**config.mk**
```make
export PLATFORM = sky130hd
export DESIGN_NAME = i2c_eeprom_rd
export DESIGN_NICKNAME = d
export VERILOG_FILES = /design/src/rtl/i2c_eep_pkg.sv /design/src/rtl/i2c_line_sync.sv /design/src/rtl/eep_array.sv /design/src/rtl/i2c_rd_fsm.sv /design/src/rtl/i2c_eeprom_rd.sv
export SDC_FILE = /design/constraint.sdc
export NUM_CORES = 1
export LEC_CHECK = 0
export BUFFER_PORTS_ARGS = -buffer_cell sky130_fd_sc_hd__buf_2
export CAP_MARGIN = 20
export CELL_PAD_IN_SITES_DETAIL_PLACEMENT = 0
export CELL_PAD_IN_SITES_GLOBAL_PLACEMENT = 2
export CORE_MARGIN = 2
export CORE_UTILIZATION = 45
export CTS_CLUSTER_SIZE = 10
export DETAILED_ROUTE_END_ITERATION = 10
export PLACE_DENSITY = 0.73
export SLEW_MARGIN = 20
export SYNTH_ARGS = -nofsm -noshare
export SYNTH_HDL_FRONTEND = slang
export SYNTH_SLANG_ARGS = --single-unit
export TNS_END_PERCENT = 100
```
**constraint.sdc**
```tcl
create_clock -name clk -period 5 [get_ports clk]
set_clock_uncertainty 0.05 [all_clocks]
set_input_delay 1 -clock clk [delete_from_list [all_inputs] [get_ports clk]]
set_output_delay 1 -clock clk [all_outputs]
set_load 0.02 [all_outputs]
```
**src/rtl/i2c_eep_pkg.sv**
```systemverilog
package i2c_eep_pkg;

  typedef enum logic [2:0] {
    ST_IDLE,
    ST_DEVSEL,
    ST_ACK_DEV,
    ST_ADDR,
    ST_ACK_ADDR,
    ST_TX,
    ST_RACK,
    ST_WAIT
  } bus_state_t;

  // select byte: code in [7:1], direction in [0]
  function automatic logic dev_hit(input logic [7:0] sel, input logic [6:0] id);
    return sel[7:1] == id;
  endfunction

endpackage

```
**src/rtl/i2c_line_sync.sv**
```systemverilog
module i2c_line_sync #(
  parameter int STAGES = 2
) (
  input  logic clk,
  input  logic rst_n,
  input  logic scl_i,
  input  logic sda_i,
  output logic scl_s,
  output logic sda_s,
  output logic scl_rise,
  output logic scl_fall,
  output logic start_det,
  output logic stop_det
);

  logic [STAGES-1:0] scl_ff;
  logic [STAGES-1:0] sda_ff;
  logic              scl_q;
  logic              sda_q;

  always_ff @(posedge clk or negedge rst_n) begin
    if (!rst_n) begin
      scl_ff <= '1;
      sda_ff <= '1;
      scl_q  <= 1'b1;
      sda_q  <= 1'b1;
    end else begin
      scl_ff <= {scl_ff[STAGES-2:0], scl_i};
      sda_ff <= {sda_ff[STAGES-2:0], sda_i};
      scl_q  <= scl_ff[STAGES-1];
      sda_q  <= sda_ff[STAGES-1];
    end
  end

  assign scl_s     = scl_ff[STAGES-1];
  assign sda_s     = sda_ff[STAGES-1];
  assign scl_rise  = scl_s & ~scl_q;
  assign scl_fall  = ~scl_s & scl_q;
  assign start_det = scl_s & scl_q & sda_q & ~sda_s;
  assign stop_det  = scl_s & scl_q & ~sda_q & sda_s;

endmodule

```
**src/rtl/eep_array.sv**
```systemverilog
module eep_array #(
  parameter int ADDR_W = 7,
  parameter int DATA_W = 8
) (
  input  logic              clk,
  input  logic              we,
  input  logic [ADDR_W-1:0] waddr,
  input  logic [DATA_W-1:0] wdata,
  input  logic [ADDR_W-1:0] raddr,
  output logic [DATA_W-1:0] rdata
);

  localparam int DEPTH = 1 << ADDR_W;

  logic [DATA_W-1:0] mem [DEPTH];

  always_ff @(posedge clk) begin
    if (we) mem[waddr] <= wdata;
  end

  assign rdata = mem[raddr];

endmodule

```
**src/rtl/i2c_rd_fsm.sv**
```systemverilog
module i2c_rd_fsm
  import i2c_eep_pkg::*;
#(
  parameter int         ADDR_W = 7,
  parameter logic [6:0] DEV_ID = 7'h50
) (
  input  logic              clk,
  input  logic              rst_n,
  input  logic              sda_s,
  input  logic              scl_rise,
  input  logic              scl_fall,
  input  logic              start_det,
  input  logic              stop_det,
  input  logic [7:0]        rd_data,
  output logic              sda_oe,
  output logic [ADDR_W-1:0] addr_cnt,
  output bus_state_t        state,
  output logic              tx_load,
  output logic              addr_load,
  output logic [7:0]        rx_byte
);

  localparam logic [3:0] BYTE_BITS = 4'd8;

  function automatic logic [ADDR_W-1:0] addr_step(input logic [ADDR_W-1:0] a);
    return a + 1'b1;
  endfunction

  logic [3:0] bit_cnt;
  logic [7:0] rx_sh;
  logic [7:0] tx_sh;
  logic       rw_q;
  logic       mst_ack;
  logic       byte_in;

  assign rx_byte   = rx_sh;
  assign byte_in   = (bit_cnt == BYTE_BITS);
  assign tx_load   = scl_fall & (((state == ST_ACK_DEV) & rw_q) |
                                 ((state == ST_RACK) & mst_ack));
  assign addr_load = scl_fall & (state == ST_ADDR) & byte_in;

  always_ff @(posedge clk or negedge rst_n) begin
    if (!rst_n) begin
      state    <= ST_IDLE;
      bit_cnt  <= '0;
      rx_sh    <= '0;
      tx_sh    <= '0;
      rw_q     <= 1'b0;
      mst_ack  <= 1'b0;
      sda_oe   <= 1'b0;
      addr_cnt <= '0;
    end else if (start_det) begin
      state   <= ST_DEVSEL;
      bit_cnt <= '0;
      sda_oe  <= 1'b0;
    end else if (stop_det) begin
      state  <= ST_IDLE;
      sda_oe <= 1'b0;
    end else if (tx_load) begin
      tx_sh    <= rd_data;
      sda_oe   <= ~rd_data[7];
      addr_cnt <= addr_step(addr_cnt);
      bit_cnt  <= 4'd1;
      state    <= ST_TX;
    end else begin
      unique case (state)
        ST_DEVSEL, ST_ADDR: begin
          if (scl_rise && !byte_in) begin
            rx_sh   <= {rx_sh[6:0], sda_s};
            bit_cnt <= bit_cnt + 4'd1;
          end
          if (scl_fall && byte_in) begin
            bit_cnt <= '0;
            if (state == ST_ADDR) begin
              addr_cnt <= rx_sh[ADDR_W-1:0];
              sda_oe   <= 1'b1;
              state    <= ST_ACK_ADDR;
            end else if (dev_hit(rx_sh, DEV_ID)) begin
              rw_q   <= rx_sh[0];
              sda_oe <= 1'b1;
              state  <= ST_ACK_DEV;
            end else begin
              state <= ST_WAIT;
            end
          end
        end
        ST_ACK_DEV: begin
          // read direction handled by tx_load
          if (scl_fall) begin
            sda_oe <= 1'b0;
            state  <= ST_ADDR;
          end
        end
        ST_ACK_ADDR: begin
          if (scl_fall) begin
            sda_oe <= 1'b0;
            state  <= ST_WAIT;
          end
        end
        ST_TX: begin
          if (scl_fall) begin
            if (byte_in) begin
              sda_oe  <= 1'b0;
              bit_cnt <= '0;
              state   <= ST_RACK;
            end else begin
              tx_sh   <= {tx_sh[6:0], 1'b0};
              sda_oe  <= ~tx_sh[6];
              bit_cnt <= bit_cnt + 4'd1;
            end
          end
        end
        ST_RACK: begin
          if (scl_rise) mst_ack <= ~sda_s;
          if (scl_fall) state <= ST_WAIT;
        end
        default: ;
      endcase
    end
  end

endmodule

```
**src/rtl/i2c_eeprom_rd.sv**
```systemverilog
module i2c_eeprom_rd
  import i2c_eep_pkg::*;
#(
  parameter int         ADDR_W      = 7,
  parameter logic [6:0] DEV_ID      = 7'h50,
  parameter int         SYNC_STAGES = 2
) (
  input  logic              clk,
  input  logic              rst_n,
  input  logic              scl_i,
  input  logic              sda_i,
  output logic              sda_oe_o,
  input  logic              bk_we_i,
  input  logic [ADDR_W-1:0] bk_addr_i,
  input  logic [7:0]        bk_data_i
);

  logic              scl_s;
  logic              sda_s;
  logic              scl_rise;
  logic              scl_fall;
  logic              start_evt;
  logic              stop_evt;
  logic [7:0]        rd_data;
  logic [ADDR_W-1:0] addr_cnt;
  bus_state_t        state;
  logic              tx_load;
  logic              addr_load;
  logic [7:0]        rx_byte;

  i2c_line_sync #(.STAGES(SYNC_STAGES)) sync_i (
    .clk       (clk),
    .rst_n     (rst_n),
    .scl_i     (scl_i),
    .sda_i     (sda_i),
    .scl_s     (scl_s),
    .sda_s     (sda_s),
    .scl_rise  (scl_rise),
    .scl_fall  (scl_fall),
    .start_det (start_evt),
    .stop_det  (stop_evt)
  );

  eep_array #(.ADDR_W(ADDR_W), .DATA_W(8)) mem_i (
    .clk   (clk),
    .we    (bk_we_i),
    .waddr (bk_addr_i),
    .wdata (bk_data_i),
    .raddr (addr_cnt),
    .rdata (rd_data)
  );

  i2c_rd_fsm #(.ADDR_W(ADDR_W), .DEV_ID(DEV_ID)) fsm_i (
    .clk       (clk),
    .rst_n     (rst_n),
    .sda_s     (sda_s),
    .scl_rise  (scl_rise),
    .scl_fall  (scl_fall),
    .start_det (start_evt),
    .stop_det  (stop_evt),
    .rd_data   (rd_data),
    .sda_oe    (sda_oe_o),
    .addr_cnt  (addr_cnt),
    .state     (state),
    .tx_load   (tx_load),
    .addr_load (addr_load),
    .rx_byte   (rx_byte)
  );

endmodule

```
; ---- Word-level counts from Yosys, hierarchy flattened
; Memory sizes are Yosys's and may differ from the RTL's.
; Cells that the tools add are included.
[totals]
reg_bits = 38
latchBits = 0
ramBits = 1024
mem_bits_ro = 0
inputBits = 20
output_inout_bits = 1
word_cells = 116
mem_count = 1
[mem_list]
columns = memory, words, word_bits, rd, rd_clocked_by_memory_dff, write_ports, line_no
row1 = mem_i.mem, 128, 8, 1, 0, 1, eep_array.sv:15  ; logic [DATA_W-1:0] mem [DEPTH];
[classes]
addsub = 2
multipliers = 0
div_mod_pow = 0
order_cmp = 0
n_eq_ne = 19
shift = 0
n_mux = 39
bitwise = 21
reduce_logical = 22
[ops]
columns = op, count
row1 = $mux W7, 8
row2 = $ne A5 B1 Y1 const B, 7
row3 = $mux W3, 10
row4 = $mux W4, 7
row5 = $reduce_and A5 Y1, 5
row6 = $pmux W3 S4, 1
row7 = $mux W1, 11
row8 = $and A1 B1 Y1, 10
row9 = $not A1 Y1, 10
row10 = $reduce_bool A2 Y1, 5
row11 = $eq A3 B3 Y1 const B, 3
row12 = $pmux W4 S2, 1
row13 = $add A7 B1 Y7 const B, 1
row14 = $eq A7 B7 Y1 const B, 1
row15 = $reduce_and A7 Y1, 1
row16 = $reduce_bool A7 Y1, 1
row17 = $eq A3 B2 Y1 const B, 2
row18 = $ne A6 B1 Y1 const B, 1
row19 = $reduce_and A6 Y1, 1
row20 = $reduce_bool A6 Y1, 1
row21 = $reduce_or A2 Y1, 3
row22 = $add A4 B1 Y4 const B, 1
row23 = $eq A4 B4 Y1 const B, 1
row24 = $ne A2 B1 Y1 const B, 2
row25 = 8 further kinds, 9

; ---- Logic depth before layout (Yosys ltp)
; Gate-level depths: netlist of run 1.
[logic_depth]
ltp_word = 9
depth_mapped = 11
depth_no_buf = 8

; ---- Hierarchy
; A second synthesis of run 1 with hierarchy kept.
[unflattened]
cells_unflattened = 1839
area_unflattened_um2 = 41632.4
[modules_own_cells]
columns = module, instances, cells_per_inst, area_each_um2, seq_area_each_um2
row1 = eep_array, 1, 1627, 39505.4, 30749.5
row2 = i2c_rd_fsm, 1, 202, 1936.9, 800.8
row3 = i2c_line_sync, 1, 10, 190.2, 157.7

; ---- Worst setup path after synthesis of run 1
; OpenSTA, ideal clock, no wires.
[synth_timing]
kind = in2reg
start = in bk_addr_i[2]
end = mem mem_i.mem[58][0], enable pin
setup_time_ps = 370
arrival_time_ps = 2259
required_ps = 4580
slack_ps = 2321
cell_stages = 5
n_path_buf = 1
path_cell_list = or3b_2 > inv_1 > nand2_1 > clkbuf_1 > nor2_1
[synth_lines]
columns = item, line_no
row1 = from (decl), i2c_eeprom_rd.sv:14  ; input logic [ADDR_W-1:0] bk_addr_i,
row2 = to (decl), eep_array.sv:15
; No word-level cell before the write port.

; ---- Worst setup path in the final report of run 1
[layout_timing]
start = reg fsm_i.addr_cnt[1]
end = reg fsm_i.tx_sh[6]
[layout_between]
elab_chain_cells = 2
[layout_rtl]
columns = item, line_no
row1 = from (decl), i2c_rd_fsm.sv:16  ; output logic [ADDR_W-1:0] addr_cnt,
row2 = from (signal assigned), i2c_rd_fsm.sv:62  ; addr_cnt <= addr_step(addr_cnt);
row3 = from (signal assigned), i2c_rd_fsm.sv:75  ; addr_cnt <= rx_sh[ADDR_W-1:0];
row4 = $mem_v2 Z128 W8, n/a
row5 = $mux W7, i2c_rd_fsm.sv:59  ; end else if (tx_load) begin
row6 = to (signal assigned), i2c_rd_fsm.sv:60  ; tx_sh <= rd_data;
row7 = to (signal assigned), i2c_rd_fsm.sv:107  ; tx_sh <= {tx_sh[6:0], 1'b0};
row8 = to (decl), i2c_rd_fsm.sv:31  ; logic [7:0] tx_sh;
; No other way between the ends.
; A chain may end at the register's enable or synchronous reset.

==> out/metrics.csv, run 1 <==
metric,value,unit
main area contributors after synthesis,"edfxtp_1 73%, mux4_2 12%, mux2i_1 3.3%, dfrtp_1 1.9%, nor2_1 1.4%",
drt wl/cell,30.6,um
Worst setup SP type,register,
max-slew violations,0,
largest net degree at the start of global routing,91,
DIE WIDTH,309,um
Initial DRT Pass Iterations,6,
Leak Pwr,0.0149,uW
outcome,"finished, final reports clean",
sequential share of the synthesized area,75.6,%
CTS buffer count,119,
PostCTS Resize Cnt,0,
unrepaired setup endpoints after global routing,no,
Post-DRT Antenna Nets,0,
WL final,107000,um
Post-Syn Instances,2091,
cell taking the most area after synthesis,edfxtp_1,
CP Class,reg -> reg,
number of I/O pins,21,
Starting Density,45.6,%
Rows,111,
achievable frequency,248,MHz
number of enable flip-flop cells after synthesis,1024,
Max-Cap Viols,0,
minimum clock period,4.04,ns
share of the synthesized area in the top cell type,73.3,%
setup_tns,0,ns
synthesis-to-finish area growth,12.1,%
largest buffer count on any clock path,3,
first-pass GRT wire length,153000,um
die area,95600,um^2
Finish-stage setup viols,0,
Num Clock Sinks,1062,
Detailed Route Iter0 Violations,2513,
later-pin clock latency in the skew report,0.69,ns
Worst EP arrival,4.58,ns
CTS tree,done,
Mapped Nets,2114,
Power Dens Cells,527,nW/um^2
Mapped Avg Cell Area,20.1,um^2
Crit Path Max Fanout,45,
Setup Buffers After CTS,0,
clock root cell,clkbuf_16,
Vias/cell,6.03,
vias in the first global route,21300,
Final HPWL DP,66300,um
Layout fillers,7373,
placer congestion estimate,0.812,
layout cells sized above 1,21.7,%
Slew headroom,23.0,%
ys async rst share,3.58,%
final hold viol count,0,
VDD IR-drop max,0.344,mV
initial antenna violation count,2,
minimum hold slack,0.309,ns
Least-Margin Pin Slew,1.13,ns
Netlist cell types,63,
Residual DRC,0,
PortBufs,20,
total core area,91900,um^2
Synth Cell Area,41900,um^2
H-tree depth,3,
"Warnings, synthesis",0,
antenna diode count,0,
final worst path period share,80.7,%
"Hold-fix buffers, CTS",0,
Worst Setup End Kind,register,
Hold WC Path Type,reg -> reg,
GRT overflow,0,
clock transition at the registers of the reported paths,0.06,ns
post-synthesis register bit count,1062,
Total GRT Usage,22.7,%
Critical Path RT,5.54,ns
fin nets,2220,
Vias,21000,
Most used DFF post-synth,edfxtp_1,
Die Ht,309,um
[power breakdown]
group,switching (uW),leakage [uW],internal (uW)
sequential,499,0.00967,9900
combinational,3740,0.00358,2780
clock,3270,0.00164,4590
total,7500,0.0149,17300
[through the flow]
stage               worst slack, ns  instances  total power (uW)  utilization [%]  instance area, um^2
floorplan                      2.32       2091             14800                -                41900
global placement               1.08       3318             17100             47.4                43600
detailed placement             1.05       3318             17100             47.4                43600
CTS                            1.01       3486             25000             51.1                47000
global route                  0.971       3487             25600             51.1                47000
finish                        0.963       3487             24800             51.1                47000
[registers in the layout (all words and copies together), names as in the netlist]
register and count:
fsm_i.addr_cnt 7, fsm_i.bit_cnt 4, fsm_i.mst_ack 1, fsm_i.rw_q 1, fsm_i.rx_byte 8, fsm_i.sda_oe 1
fsm_i.state 3, fsm_i.tx_sh 7, mem_i.mem 1024, sync_i.scl_ff 2, sync_i.scl_q 1, sync_i.sda_ff 2
sync_i.sda_q 1
[layout make-up]
type,count,area (um^2),area share [%]
well taps,1243,1560,3.31
multi-input cells,908,9520,20.3
repair buffers,99,779,1.66
clock buffers,159,3210,6.83
flip-flops and latches,1062,31700,67.5
inverters,7,26.3,0.0559
clock inverters,9,169,0.360
[routing by layer]
layer  share of wire (%)  global-route usage (%)  vias up
li1                    -                       -     8823
met1                  42                    32.3    11200
met2                  47                    35.1      783
met3                 7.6                    4.78      180
met4                 3.1                    7.48        0
met5                   0                       0        -
[worst max-delay path, stage by stage, from the launching register on]
cell and delay [ns]:
dfrtp_4 0.96, buf_4 0.73, mux4_2 0.35, a221oi_1 0.08
o21a_1 0.19, a2111oi_0 0.95, o31ai_1 0.30, o21ai_0 0.22
[cells in the final DEF (no fill, tap or decap), drive strengths merged, types with 7 or more instances in the layout]
cell / count
a22oi: 52
mux2: 16
edfxtp: 1024
a22o: 8
a211oi: 8
mux2i: 139
and2: 7
nand3b: 10
inv: 8
nand3: 24
o21a: 7
a31oi: 19
nand4: 7
mux4: 221
buf: 98
o21ai: 40
nor2: 156
nor2b: 15
dfrtp: 32
o22ai: 8
a221oi: 16
clkbuf: 160
o211ai: 7
nand2: 53
a21oi: 38
[cell usage after synthesis, drive strengths merged (2+ instances only)]
cell and number:
a211oi 8, nor2b 15, nand4b 6, mux4 221
a2111oi 4, mux2i 139, nand4 7, and3 4
and2 7, o31ai 4, and3b 2, o22ai 8
o21a 7, a21o 4, dfstp 6, clkbuf 37
or3b 2, nor3 6, ha 3, nor2 156
a21oi 38, a221oi 16, nand3b 10, mux2 16
o211ai 7, a31oi 19, dfrtp 32, a22o 8
a22oi 52, nand2 53, nand3 24, edfxtp 1024
inv 7, buf 77, nand2b 5, o21ai 40
a311oi 2
[final timing paths]
path	from	endpoint	slack [ns]	depth (start not counted)
max in group asynchronous	rst_n	fsm_i.addr_cnt[3]$_DFFE_PN0P_	3.80	1
min in group asynchronous	rst_n	fsm_i.bit_cnt[3]$_DFFE_PN0P_	0.41	1
worst min register to register	sync_i.scl_ff[0]$_DFF_PN1_	sync_i.scl_ff[1]$_DFF_PN1_	0.31	0
worst max-delay path	fsm_i.addr_cnt[1]$_DFFE_PN0P_	fsm_i.tx_sh[6]$_DFFE_PN0P_	0.96	7
worst max register to register	fsm_i.addr_cnt[1]$_DFFE_PN0P_	fsm_i.tx_sh[6]$_DFFE_PN0P_	0.96	7
worst min-delay path	sync_i.scl_ff[0]$_DFF_PN1_	sync_i.scl_ff[1]$_DFF_PN1_	0.31	0
[kinds of logic after synthesis]
| logic type | synth area share (%) |
|---|---|
| flops | 75.6 |
| mux | 15.6 |
| simple gates | 3.32 |
| compound gates | 3.60 |
| buf+inv | 1.69 |
| fa+ha+maj | 0.0895 |
| xor+xnor | 0.0209 |
Power figures use the tool's default switching activity.
==> run 2, diff against run 1 <==
clock period = 3.8 ns   (was 5 ns; I/O delays follow)
==> run 2 against run 1 <==
Sequential share of layout area is 1.4 points lower. Die area unchanged. Total power rose by 32%. Non-clock buffer count grew 121. Hold slack lost 0.17 ns. Core utilization increased by 1.1 points. Setup slack got worse by 0.51 ns. First-iteration DRC count is 8.8% lower. Critical path type unchanged.
==> out/metrics.csv, run 2 (synthesis gave the netlist of run 1 again) <==
metric,value,unit
outcome,"finished, final reports clean",
Initial DRT Pass Iterations,5,
Starting Density,45.6,%
Hold WC Path Type,in -> reg,
max-slew violations,0,
Final HPWL DP,68800,um
PostCTS Resize Cnt,0,
Worst R2R Setup Slack,0.46,ns
"Power, Total",32700,uW
Crit Path Max Fanout,30,
later-pin clock latency in the skew report,0.70,ns
GRT overflow,0,
largest net degree at the start of global routing,114,
WL final,107000,um
total core area,91900,um^2
CP Class,reg -> reg,
Worst setup SP type,register,
placer congestion estimate,0.833,
Worst Setup End Kind,register,
Max-Cap Viols,0,
Total GRT Usage,22.9,%
synthesis-to-finish area growth,14.4,%
Rows,111,
DIE WIDTH,309,um
R2R Path Start,fsm_i.addr_cnt[3]$_DFFE_PN0P_,
Vias,21300,
H-tree depth,3,
Residual DRC,0,
Worst EP arrival,3.89,ns
Post-DRT Antenna Nets,0,
Num Clock Sinks,1062,
CTS tree,done,
number of I/O pins,21,
VDD IR-drop max,0.380,mV
worst min-delay path endpoint,sync_i.sda_ff[0]$_DFF_PN1_,
Finish-stage setup viols,0,
vias in the first global route,22000,
final hold viol count,0,
"Hold-fix buffers, CTS",0,
Power Dens Cells,681,nW/um^2
initial antenna violation count,0,
CTS buffer count,119,
"leading cell type in the layout, fill and taps excluded",edfxtp_1,
Vias/cell,5.92,
achievable frequency,299,MHz
most flop-heavy register,mem_i.mem,
clock transition at the registers of the reported paths,0.06,ns
minimum clock period,3.34,ns
worst hold path startpoint,sda_i,
Critical Path RT,4.35,ns
drt wl/cell,29.8,um
antenna diode count,0,
R2R cell count,6,
largest buffer count on any clock path,3,
R2R Path End,fsm_i.tx_sh[2]$_DFFE_PN0P_,
layout cells sized above 1,25.8,%
PortBufs,20,
fin nets,2341,
Least-Margin Pin Slew,1.06,ns
worst hold path depth,1,
"commonest non-fill, non-tap cells in the layout","1,024 x edfxtp_1, 218 x mux4_2, 188 x buf_4",
Slew headroom,29.2,%
Largest register FFs,1024,
minimum hold slack,0.136,ns
Leak Pwr,0.0156,uW
die area,95600,um^2
unrepaired setup endpoints after global routing,no,
final worst path period share,88.0,%
Setup Buffers After CTS,0,
clock root cell,clkbuf_16,
first-pass GRT wire length,156000,um
setup_tns,0,ns
Detailed Route Iter0 Violations,2293,
Die Ht,309,um
run 2: changes by cell type in the layout (fill, tap and decap cells not counted), sizes merged:
cell	previous run	this run
bufinv	4	2
clkinv	4	8
buf	98	220
clkbuf	160	150
inv	8	10
run 2: critical path, cell delays in order, from the launching register on:
cell and delay (ns):
dfrtp_4 0.75, nor2b_1 0.80, a221oi_1 0.22, o21a_1 0.16
a2111oi_0 0.83, o31ai_1 0.22, o21ai_0 0.21
run 2: layout make-up:
| cell class | instances | area, um^2 |
|---|---|---|
| clock buffers | 150 | 3160 |
| clock inverters | 13 | 130 |
| fillers | 7291 | 44000 |
| inverters | 7 | 26.3 |
| multi-input cells | 908 | 9520 |
| flip-flops and latches | 1062 | 31700 |
| well taps | 1243 | 1560 |
| repair buffers | 220 | 1860 |
run 2: worst max path at each step:
stage          depth (start not counted)  slack [ns]                          to                           from
3_3_place_gp                           6        0.50  fsm_i.tx_sh[2]$_DFFE_PN0P_  fsm_i.addr_cnt[3]$_DFFE_PN0P_
6_report                               6        0.46  fsm_i.tx_sh[2]$_DFFE_PN0P_  fsm_i.addr_cnt[3]$_DFFE_PN0P_
5_1_grt                                6        0.25  fsm_i.tx_sh[2]$_DFFE_PN0P_  fsm_i.addr_cnt[3]$_DFFE_PN0P_
2_1_floorplan                          5        1.36  mem_i.mem[58][0]$_DFFE_PP_                   bk_addr_i[2]
3_5_place_dp                           6        0.46  fsm_i.tx_sh[2]$_DFFE_PN0P_  fsm_i.addr_cnt[3]$_DFFE_PN0P_
4_1_cts                                6        0.43  fsm_i.tx_sh[2]$_DFFE_PN0P_  fsm_i.addr_cnt[3]$_DFFE_PN0P_
run 2: power by group:
group / internal, uW / switching [uW] / total (uW)
registers: 13000 / 540 / 13600
clock network: 5830 / 4240 / 10100
logic: 3950 / 5060 / 9010
total: 22800 / 9840 / 32700
run 2: through the flow:
stage	setup WS [ns]	instances	area (um^2)	util, %
finish	0.456	3603	48000	52.2
global route	0.252	3603	48000	52.2
CTS	0.431	3603	48000	52.2
detailed placement	0.456	3440	44700	48.6
global placement	0.499	3440	44700	48.6
floorplan	1.36	2091	41900	-
run 2: metal layers:
layer	part of all wire, %	global-route usage, %
met1	42	32.2
met2	47	35.9
met3	7.6	5.11
met4	3.1	7.78
met5	0	0
==> run 3, diff against run 2 <==
CTS_BUF_LIST = sky130_fd_sc_hd__clkbuf_16   (was unset)
==> run 3 against run 2 <==
Die area did not move. First-iteration DRC count fell by 4.6%. Routed wire length barely moved. Critical path type unchanged. Critical endpoint unchanged.
==> out/metrics.csv, run 3 (synthesis gave the netlist of run 1 again) <==
metric,value,unit
outcome,"finished, final reports clean",
Global Route met1 Usage,32.1,%
H-tree depth,3,
total core area,91900,um^2
Total GRT Usage,22.9,%
clock transition at the registers of the reported paths,0.06,ns
final worst slack,0.475,ns
clock root cell,clkbuf_16,
Buf/Inv on CP,0,
most flop-heavy register,mem_i.mem,
Starting Density,45.6,%
CTS tree,done,
"leading cell type in the layout, fill and taps excluded",edfxtp_1,
Hold WC Path Type,in -> reg,
CP Class,reg -> reg,
Crit Path Max Fanout,30,
Leak Pwr,0.0157,uW
Worst R2R Setup Slack,0.47,ns
Rows,111,
pre-CTS WS,0.456,ns
Detailed Route Iter0 Violations,2188,
DIE WIDTH,309,um
R2R Path Start,fsm_i.addr_cnt[3]$_DFFE_PN0P_,
VDD IR-drop max,0.380,mV
vias in the first global route,22000,
Initial DRT Pass Iterations,5,
layer with the highest usage,met2,
Worst setup SP type,register,
"Hold-fix buffers, CTS",0,
worst min-delay path endpoint,sync_i.sda_ff[0]$_DFF_PN1_,
met2 usage in global routing,35.9,%
largest net degree at the start of global routing,114,
Vias,21400,
number of I/O pins,21,
PortBufs,20,
minimum clock period,3.33,ns
GRT overflow,0,
Worst EP arrival,3.87,ns
R2R Path End,fsm_i.tx_sh[2]$_DFFE_PN0P_,
"commonest non-fill, non-tap cells in the layout","1,024 x edfxtp_1, 218 x mux4_2, 188 x buf_4",
Vias/cell,5.93,
Num Clock Sinks,1062,
synthesis-to-finish area growth,14.3,%
Die Ht,309,um
later-pin clock latency in the skew report,0.70,ns
Final HPWL DP,68800,um
first-pass GRT wire length,156000,um
Slew headroom,29.6,%
setup_tns,0,ns
R2R cell count,6,
placer congestion estimate,0.833,
Finish-stage setup viols,0,
Power Dens Cells,678,nW/um^2
Largest register FFs,1024,
Max-Cap Viols,0,
final hold viol count,0,
worst hold path depth,1,
Critical Path RT,4.35,ns
Post-DRT Antenna Nets,0,
die area,95600,um^2
crit-path cells,"nor2b_1, a221oi_1, o21a_1, a2111oi_0, o31ai_1, o21ai_0",
slowest cell delay on critical path,0.82,ns
Least-Margin Pin Slew,1.06,ns
drt wl/cell,29.8,um
post-route cell area,47900,um^2
WL final,107000,um
grt met3 use,5.10,%
unrepaired setup endpoints after global routing,no,
placed cell area,44700,um^2
worst hold path startpoint,sda_i,
fin nets,2341,
layout cells sized above 1,25.7,%
initial antenna violation count,0,
achievable frequency,301,MHz
Residual DRC,0,
Critical-path top delay cell,a2111oi_0,
largest buffer count on any clock path,3,
final worst path period share,87.5,%
Setup Buffers After CTS,0,
PostCTS Resize Cnt,0,
"Power, Total",32500,uW
Crit path max-delay family,compound AO/OA/AOI/OAI gates,
CTS buffer count,119,
max-slew violations,0,
Worst Setup End Kind,register,
## run 3: cell types whose count changed in the layout (fill, tap and decap cells not counted), sizes merged
cell	change
clkbuf	-30
clkinv	+1
diode	+1
inv	+29
## run 3: layout make-up
class | count | area, um^2
clock buffer | 120 | 3000
inverter | 7 | 26.3
multi-input combinational | 908 | 9520
clock inverter | 43 | 243
sequential | 1062 | 31700
tap | 1243 | 1560
fill | 7298 | 44000
antenna | 1 | 2.50
timing repair buffer | 220 | 1860
## run 3: worst max path at each step
stage | from | end | cells after the start
after detailed placement | fsm_i.addr_cnt[3]$_DFFE_PN0P_ | fsm_i.tx_sh[2]$_DFFE_PN0P_ | 6
after floorplan | bk_addr_i[2] | mem_i.mem[58][0]$_DFFE_PP_ | 5
after global placement | fsm_i.addr_cnt[3]$_DFFE_PN0P_ | fsm_i.tx_sh[2]$_DFFE_PN0P_ | 6
after global routing | fsm_i.addr_cnt[3]$_DFFE_PN0P_ | fsm_i.tx_sh[2]$_DFFE_PN0P_ | 6
final | fsm_i.addr_cnt[3]$_DFFE_PN0P_ | fsm_i.tx_sh[2]$_DFFE_PN0P_ | 6
after CTS | fsm_i.addr_cnt[3]$_DFFE_PN0P_ | fsm_i.tx_sh[2]$_DFFE_PN0P_ | 6
## run 3: routing by layer
layer | wire length (um) | share of wire [%]
met1 | 44600 | 42
met2 | 50900 | 47
met3 | 8490 | 7.9
met4 | 3380 | 3.1
met5 | 0 | 0
## run 3: metrics by stage
step	util, %	hold slack (ns)	std cells
floorplan	-	0.295	2091
global placement	48.6	0.299	3440
detailed placement	48.6	0.298	3440
CTS	52.1	0.102	3603
global route	52.1	0.123	3603
finish	52.1	0.135	3604
## run 3: where the power goes
group | switching, uW | internal (uW) | leakage, uW
sequential | 542 | 13000 | 0.00967
combinational | 5060 | 3950 | 0.00429
clock | 4250 | 5680 | 0.00169
total | 9850 | 22700 | 0.0157
